## src/rtl/rf_pkg.sv

```systemverilog
package rf_pkg;
  typedef enum logic {
    RD_COMB    = 1'b0,
    RD_CLOCKED = 1'b1
  } rd_mode_e;
endpackage

```

## src/rtl/rf_store.sv

```systemverilog
module rf_store #(
  parameter int ENTRIES = 32,
  parameter int DATA_W  = 4,
  parameter int NUM_RD  = 2,
  parameter int ADDR_W  = $clog2(ENTRIES)
) (
  input  logic                           clk,
  input  logic                           we,
  input  logic [ADDR_W-1:0]              waddr,
  input  logic [DATA_W-1:0]              wdata,
  input  logic [NUM_RD-1:0][ADDR_W-1:0]  raddr,
  output logic [NUM_RD-1:0][DATA_W-1:0]  rword
);
  // Distributed-style array: one synchronous write, unregistered reads.
  logic [DATA_W-1:0] mem [ENTRIES];

  always_ff @(posedge clk) begin
    if (we) mem[waddr] <= wdata;
  end

  for (genvar g = 0; g < NUM_RD; g++) begin : g_rd
    assign rword[g] = mem[raddr[g]];
  end
endmodule

```

## src/rtl/rf_read_port.sv

```systemverilog
module rf_read_port
  import rf_pkg::*;
#(
  parameter int DATA_W = 4
) (
  input  logic              clk,
  input  logic              rst,
  input  rd_mode_e          mode,
  input  logic [DATA_W-1:0] word_in,
  output logic [DATA_W-1:0] dout
);
  logic [DATA_W-1:0] cap_q;
  logic              past_ok;

  // Capture the array word as sampled before this edge's write lands.
  always_ff @(posedge clk) begin
    if (rst) cap_q <= '0;
    else     cap_q <= word_in;
  end

  always_ff @(posedge clk) begin
    if (rst) past_ok <= 1'b0;
    else     past_ok <= 1'b1;
  end

  assign dout = (mode == RD_CLOCKED) ? cap_q : word_in;

  // clocked output equals the word selected at the previous edge
  p_clocked_capture_r5: assert property (@(posedge clk) disable iff (rst)
    (past_ok && mode == RD_CLOCKED) |-> dout == $past(word_in));

  // after reset release a clocked port shows zero
  p_reset_clear_r8: assert property (@(posedge clk) disable iff (rst)
    ($fell(rst) && mode == RD_CLOCKED) |-> dout == '0);
endmodule

```

## src/rtl/dualread_regfile.sv

```systemverilog
module dualread_regfile
  import rf_pkg::*;
#(
  parameter int ENTRIES = 32,
  parameter int DATA_W  = 4,
  parameter int ADDR_W  = $clog2(ENTRIES)
) (
  input  logic              clk,
  input  logic              rst,
  input  logic [1:0]        rd_mode,
  input  logic              wr_en,
  input  logic [ADDR_W-1:0] wr_addr,
  input  logic [DATA_W-1:0] wr_data,
  input  logic [ADDR_W-1:0] rd_a_addr,
  output logic [DATA_W-1:0] rd_a_data,
  input  logic [ADDR_W-1:0] rd_b_addr,
  output logic [DATA_W-1:0] rd_b_data
);
  localparam int NUM_RD = 2;

  logic [NUM_RD-1:0][ADDR_W-1:0] raddr;
  logic [NUM_RD-1:0][DATA_W-1:0] rword;
  logic [NUM_RD-1:0][DATA_W-1:0] rdout;
  logic                          past_ok;

  assign raddr = {rd_b_addr, rd_a_addr};

  rf_store #(
    .ENTRIES(ENTRIES), .DATA_W(DATA_W), .NUM_RD(NUM_RD), .ADDR_W(ADDR_W)
  ) u_store (
    .clk(clk), .we(wr_en), .waddr(wr_addr), .wdata(wr_data),
    .raddr(raddr), .rword(rword)
  );

  // Bit g of rd_mode picks the timing of read port g (0 = A, 1 = B).
  for (genvar g = 0; g < NUM_RD; g++) begin : g_port
    rf_read_port #(.DATA_W(DATA_W)) u_port (
      .clk(clk), .rst(rst), .mode(rd_mode_e'(rd_mode[g])),
      .word_in(rword[g]), .dout(rdout[g])
    );
  end

  assign rd_a_data = rdout[0];
  assign rd_b_data = rdout[1];

  always_ff @(posedge clk) begin
    if (rst) past_ok <= 1'b0;
    else     past_ok <= 1'b1;
  end

  // a committed write is visible on a combinational port reading it
  p_write_visible_a_r1: assert property (@(posedge clk) disable iff (rst)
    (past_ok && $past(wr_en) && !rd_mode[0] && rd_a_addr == $past(wr_addr))
    |-> rd_a_data == $past(wr_data));

  p_write_visible_b_r1: assert property (@(posedge clk) disable iff (rst)
    (past_ok && $past(wr_en) && !rd_mode[1] && rd_b_addr == $past(wr_addr))
    |-> rd_b_data == $past(wr_data));

  // a clocked read colliding with a write returns the old word
  p_collide_old_r6: assert property (@(posedge clk) disable iff (rst)
    (past_ok && rd_mode[0] && $past(wr_en) && $past(rd_a_addr) == $past(wr_addr))
    |-> rd_a_data == $past(rword[0]));
endmodule

```

## config.mk

```make
export PLATFORM = sky130hd
export DESIGN_NAME = dualread_regfile
export DESIGN_NICKNAME = d
export VERILOG_FILES = /design/src/rtl/rf_pkg.sv /design/src/rtl/rf_store.sv /design/src/rtl/rf_read_port.sv /design/src/rtl/dualread_regfile.sv
export SDC_FILE = /design/constraint.sdc
export NUM_CORES = 1
export LEC_CHECK = 0
export ABC_AREA = 1
export BUFFER_PORTS_ARGS = -buffer_cell sky130_fd_sc_hd__buf_2
export CORE_MARGIN = 2
export CORE_UTILIZATION = 43
export DETAILED_ROUTE_END_ITERATION = 6
export HOLD_SLACK_MARGIN = 0.12
export PLACE_DENSITY = 0.56
export SYNTH_ARGS = -nofsm -noshare
export SYNTH_HDL_FRONTEND = slang
export SYNTH_HIERARCHICAL = 1
export SYNTH_SLANG_ARGS = --single-unit
```

## constraint.sdc

```tcl
create_clock -name clk -period 2.4 [get_ports clk]
set_input_delay 0.12 -clock clk [delete_from_list [all_inputs] [get_ports clk]]
set_output_delay 0.12 -clock clk [all_outputs]
set_load 0.005 [all_outputs]
```

==> reports/summary.md <==
The clock reaches the later pin of the worst-skew pair after 0.42 ns. The largest net degree at the start of global routing is 65. The smallest clock period supported by the final layout is computed as 1.91 ns. The core box area was 0.0160 sq mm; the maximum fanout along the worst path was 2.

The wire length on met1 was 9360 um. The die is 132 um wide. STA classifies the critical path endpoint as an output pin.

The first-pass GRT wire length is 32,700 um, and the number of nets in the layout is 878. Setup repair after global routing left no endpoint under its margin. The synthesized design contains 136 register bits. The logs give 0.00708 sq mm for the post-synthesis cell area and 4 for the number of buffers inserted for hold repair after clock tree synthesis.

The tools report the share of synthesized area occupied by flip-flops and latches as 56.5%. Ranked by total cell area, the synthesized netlist is headed by sky130_fd_sc_hd__edfxtp_1, sky130_fd_sc_hd__nand2_1, sky130_fd_sc_hd__nand3_1. Clock-pin slew was measured on the worst setup and hold paths at 0.06 ns. The final HPWL from detailed placement was 13,700 um. Timing would allow up to 525 MHz.

Summed over all layers, the routed wires come to 21,500 um. From synthesis to final layout, the design area changed by 11.6%. The weighted congestion reported at the end of routability-driven placement is 0.916, and the overall die height is 132 um. The logs give 0 for the initial antenna violation count and 0.202 ns for the final hold slack. Number of global-route vias before repair: 5,626.

TritonCTS built the clock tree. Measured against its own limit, the worst slew margin works out to 48.4%. The flow ran to the end, and the final reports show no timing, DRC or antenna violations.

For this run, the number of Yosys warnings is 6. Leaving out filler cells and counting taps, the final layout contains 1,082. Once the floorplan was initialized, standard cells occupied 44.3% of the core. The min-delay analysis places its worst path in the category in -> reg. Setup violations remaining at the end of the flow were counted as 0. The floorplan has 46 rows. The number of antenna diodes in the final layout is 0. The post-CTS setup-driven buffer insertion count is 0, and the maximum level of the CTS H-tree is 4.

For the worst setup path, the data arrival time is 1.79 ns. The multiplexer fraction of the synthesized cell area came out at 0%. The worst-margin pin slew was 0.774 ns; the number of resized instances in the post-cts repair step was 0.

For the final database, setup skew stands at 0.0125 ns. The simple logic cell fraction of the synthesized area was 36.9%. Buffers placed on the I/O ports in this run total 31.

VDD sags by at most 459 uV. The average instance area after synthesis is 8.46 sq um, and the total placed instance area is 0.00729 sq mm. The first detailed-routing pass took 5 iterations. The layout cell share with drive strength beyond 1 was 8.78%.

After detailed routing, the number of remaining DRC violations is 0. After layout, the worst path uses 79.4% of the clock period. Detailed routing inserted a total of 6,004 vias. The met3 layer wire length in the routed design is 2340 um, and the total count of hold-check failures in the final report is 0. For the number of nets with antenna violations after routing, the log shows 0. Total global routing overflow: 0. Power spread over the standard cell area amounts to 734 mW/mm^2. The net count after synthesis is 861. The number of maximum-capacitance constraint violations was 0.

The leakage component of the power came out at 3.27 nW. The design draws 5.81 mW. Clock tree synthesis inserted a total of 17 buffers. The kind of critical path is reg -> out. In the final timing run, aggregate negative setup slack is 0 ns. Sink count of the clock tree: 136. STA puts the critical path data required time at 2.28 ns. Across every metal layer, demand over resource in global routing totals 24.9%. The compound-cell area share of the yosys netlist came out at 0%. The worst setup path is launched from a flop. Summing the areas of all fa, ha and maj instances in the mapped netlist gives 0% of the synthesized area. The fraction of synthesized cell area in xor and xnor cells is 0%. The number of distinct library cells after synthesis was 12; the top cell type's share of synthesized area was 54.3%. After synthesis, the largest family of logic cells by area is simple AND/OR/NAND/NOR gates. The finished cells cover 0.00791 sq mm. No sink is reached through more buffers than the 2 on the longest clock path. The die covers 0.0175 sq mm. sky130_fd_sc_hd__edfxtp_1 takes more of the synthesized area than any other cell.

Synthesis handed over a netlist of 837 instances. The max-slew violation total from the final report was 0; the number of design-rule violations left by the first detailed-router iteration was 691. Dividing the detail-routed via count by the number of cells gives 5.55. The detailed router used layers up to and including met4. The buffer cell driving the clock tree root was sky130_fd_sc_hd__clkbuf_16. The logs give 1,047 for the count of placed standard cells including taps and 9490 um for the detailed-routed wire length on met2. Dividing the detail-routed wire length by the instance count gives 19.8 um.

For this design the top-level I/O count stands at 32.
cells in the final DEF, fill, tap and decap left out:
cell                            instances
sky130_fd_sc_hd__nand2_1              384
sky130_fd_sc_hd__nand3_1              204
sky130_fd_sc_hd__edfxtp_1             128
sky130_fd_sc_hd__nor2_1                40
sky130_fd_sc_hd__buf_2                 31
sky130_fd_sc_hd__inv_1                 20
sky130_fd_sc_hd__clkbuf_16             17
sky130_fd_sc_hd__dfxtp_1                8
sky130_fd_sc_hd__buf_12                 6
sky130_fd_sc_hd__inv_2                  5
sky130_fd_sc_hd__buf_4                  5
sky130_fd_sc_hd__inv_6                  4
sky130_fd_sc_hd__dlygate4sd3_1          4
sky130_fd_sc_hd__clkinv_4               3
sky130_fd_sc_hd__clkinv_1               2
sky130_fd_sc_hd__clkinvlp_4             2
sky130_fd_sc_hd__bufinv_16              2
sky130_fd_sc_hd__clkinv_2               1
registers in the layout, summed over array words and instances, names as in the netlist:
name / flops
u_store/mem: 128
g_port.u_port/cap_q: 8
layer usage:
metal,vias to the layer above,track usage [%]
met1,2819,36.2
met3,27,6.31
li1,2823,-
met5,-,0
met4,0,6.21
met2,335,37.3
area by class of cell:
cell class                      instances  area (sq um)
Fill cell                            1544          8090
Sequential cell                       136          4000
Multi-Input combinational cell        628          2610
Clock buffer                           17           425
Timing Repair Buffer                   46           353
Tap cell                              216           270
Clock inverter                         14           149
Inverter                               25          93.8
critical path: stages, from the launching register on:
cell and delay, ns:
sky130_fd_sc_hd__edfxtp_1 0.43, sky130_fd_sc_hd__nand2_1 0.10, sky130_fd_sc_hd__nand3_1 0.11, sky130_fd_sc_hd__nand3_1 0.18
sky130_fd_sc_hd__nand2_1 0.08, sky130_fd_sc_hd__nand2_1 0.06, sky130_fd_sc_hd__nand2_1 0.05, sky130_fd_sc_hd__nand2_1 0.05
sky130_fd_sc_hd__nand2_1 0.07, sky130_fd_sc_hd__nand2_1 0.07, sky130_fd_sc_hd__nand2_1 0.04, sky130_fd_sc_hd__buf_2 0.12
kinds of logic after synthesis:
group | count (synthesis)
buffers and inverters | 73
AND/OR/NAND/NOR | 628
flip-flops | 136
cells in the mapped netlist:
library cell               count
sky130_fd_sc_hd__buf_2        24
sky130_fd_sc_hd__buf_4         5
sky130_fd_sc_hd__buf_6        15
sky130_fd_sc_hd__clkbuf_2      1
sky130_fd_sc_hd__clkbuf_8      3
sky130_fd_sc_hd__dfxtp_1       8
sky130_fd_sc_hd__edfxtp_1    128
sky130_fd_sc_hd__inv_1        20
sky130_fd_sc_hd__inv_2         5
sky130_fd_sc_hd__nand2_1     384
sky130_fd_sc_hd__nand3_1     204
sky130_fd_sc_hd__nor2_1       40
metrics by stage:
step	utilization, %	setup slack, ns
floorplan	-	1.27
global placement	45.6	0.642
detailed placement	45.6	0.600
CTS	49.4	0.496
global route	49.4	0.332
finish	49.4	0.495
final timing paths:
| kind | from | endpoint | slack (ns) | cells after the start |
|---|---|---|---|---|
| worst min register to register | u_store/mem[14][2] | g_port[0].u_port/cap_q[2] | 0.96 | 10 |
| worst min-delay path | rd_b_addr[3] | g_port[1].u_port/cap_q[0] | 0.20 | 7 |
| worst max register to register | u_store/mem[28][3] | g_port[1].u_port/cap_q[3] | 0.56 | 11 |
| worst max-delay path | u_store/mem[13][2] | rd_b_data[2] | 0.49 | 11 |
power by group:
part	leakage (nW)	internal (mW)	total (mW)	switching [mW]
logic	1.77	0.179	0.613	0.434
clock network	0.276	1.53	2.54	1.01
registers	1.22	2.63	2.65	0.0166
No activity file was read; power rests on OpenSTA's default activity.
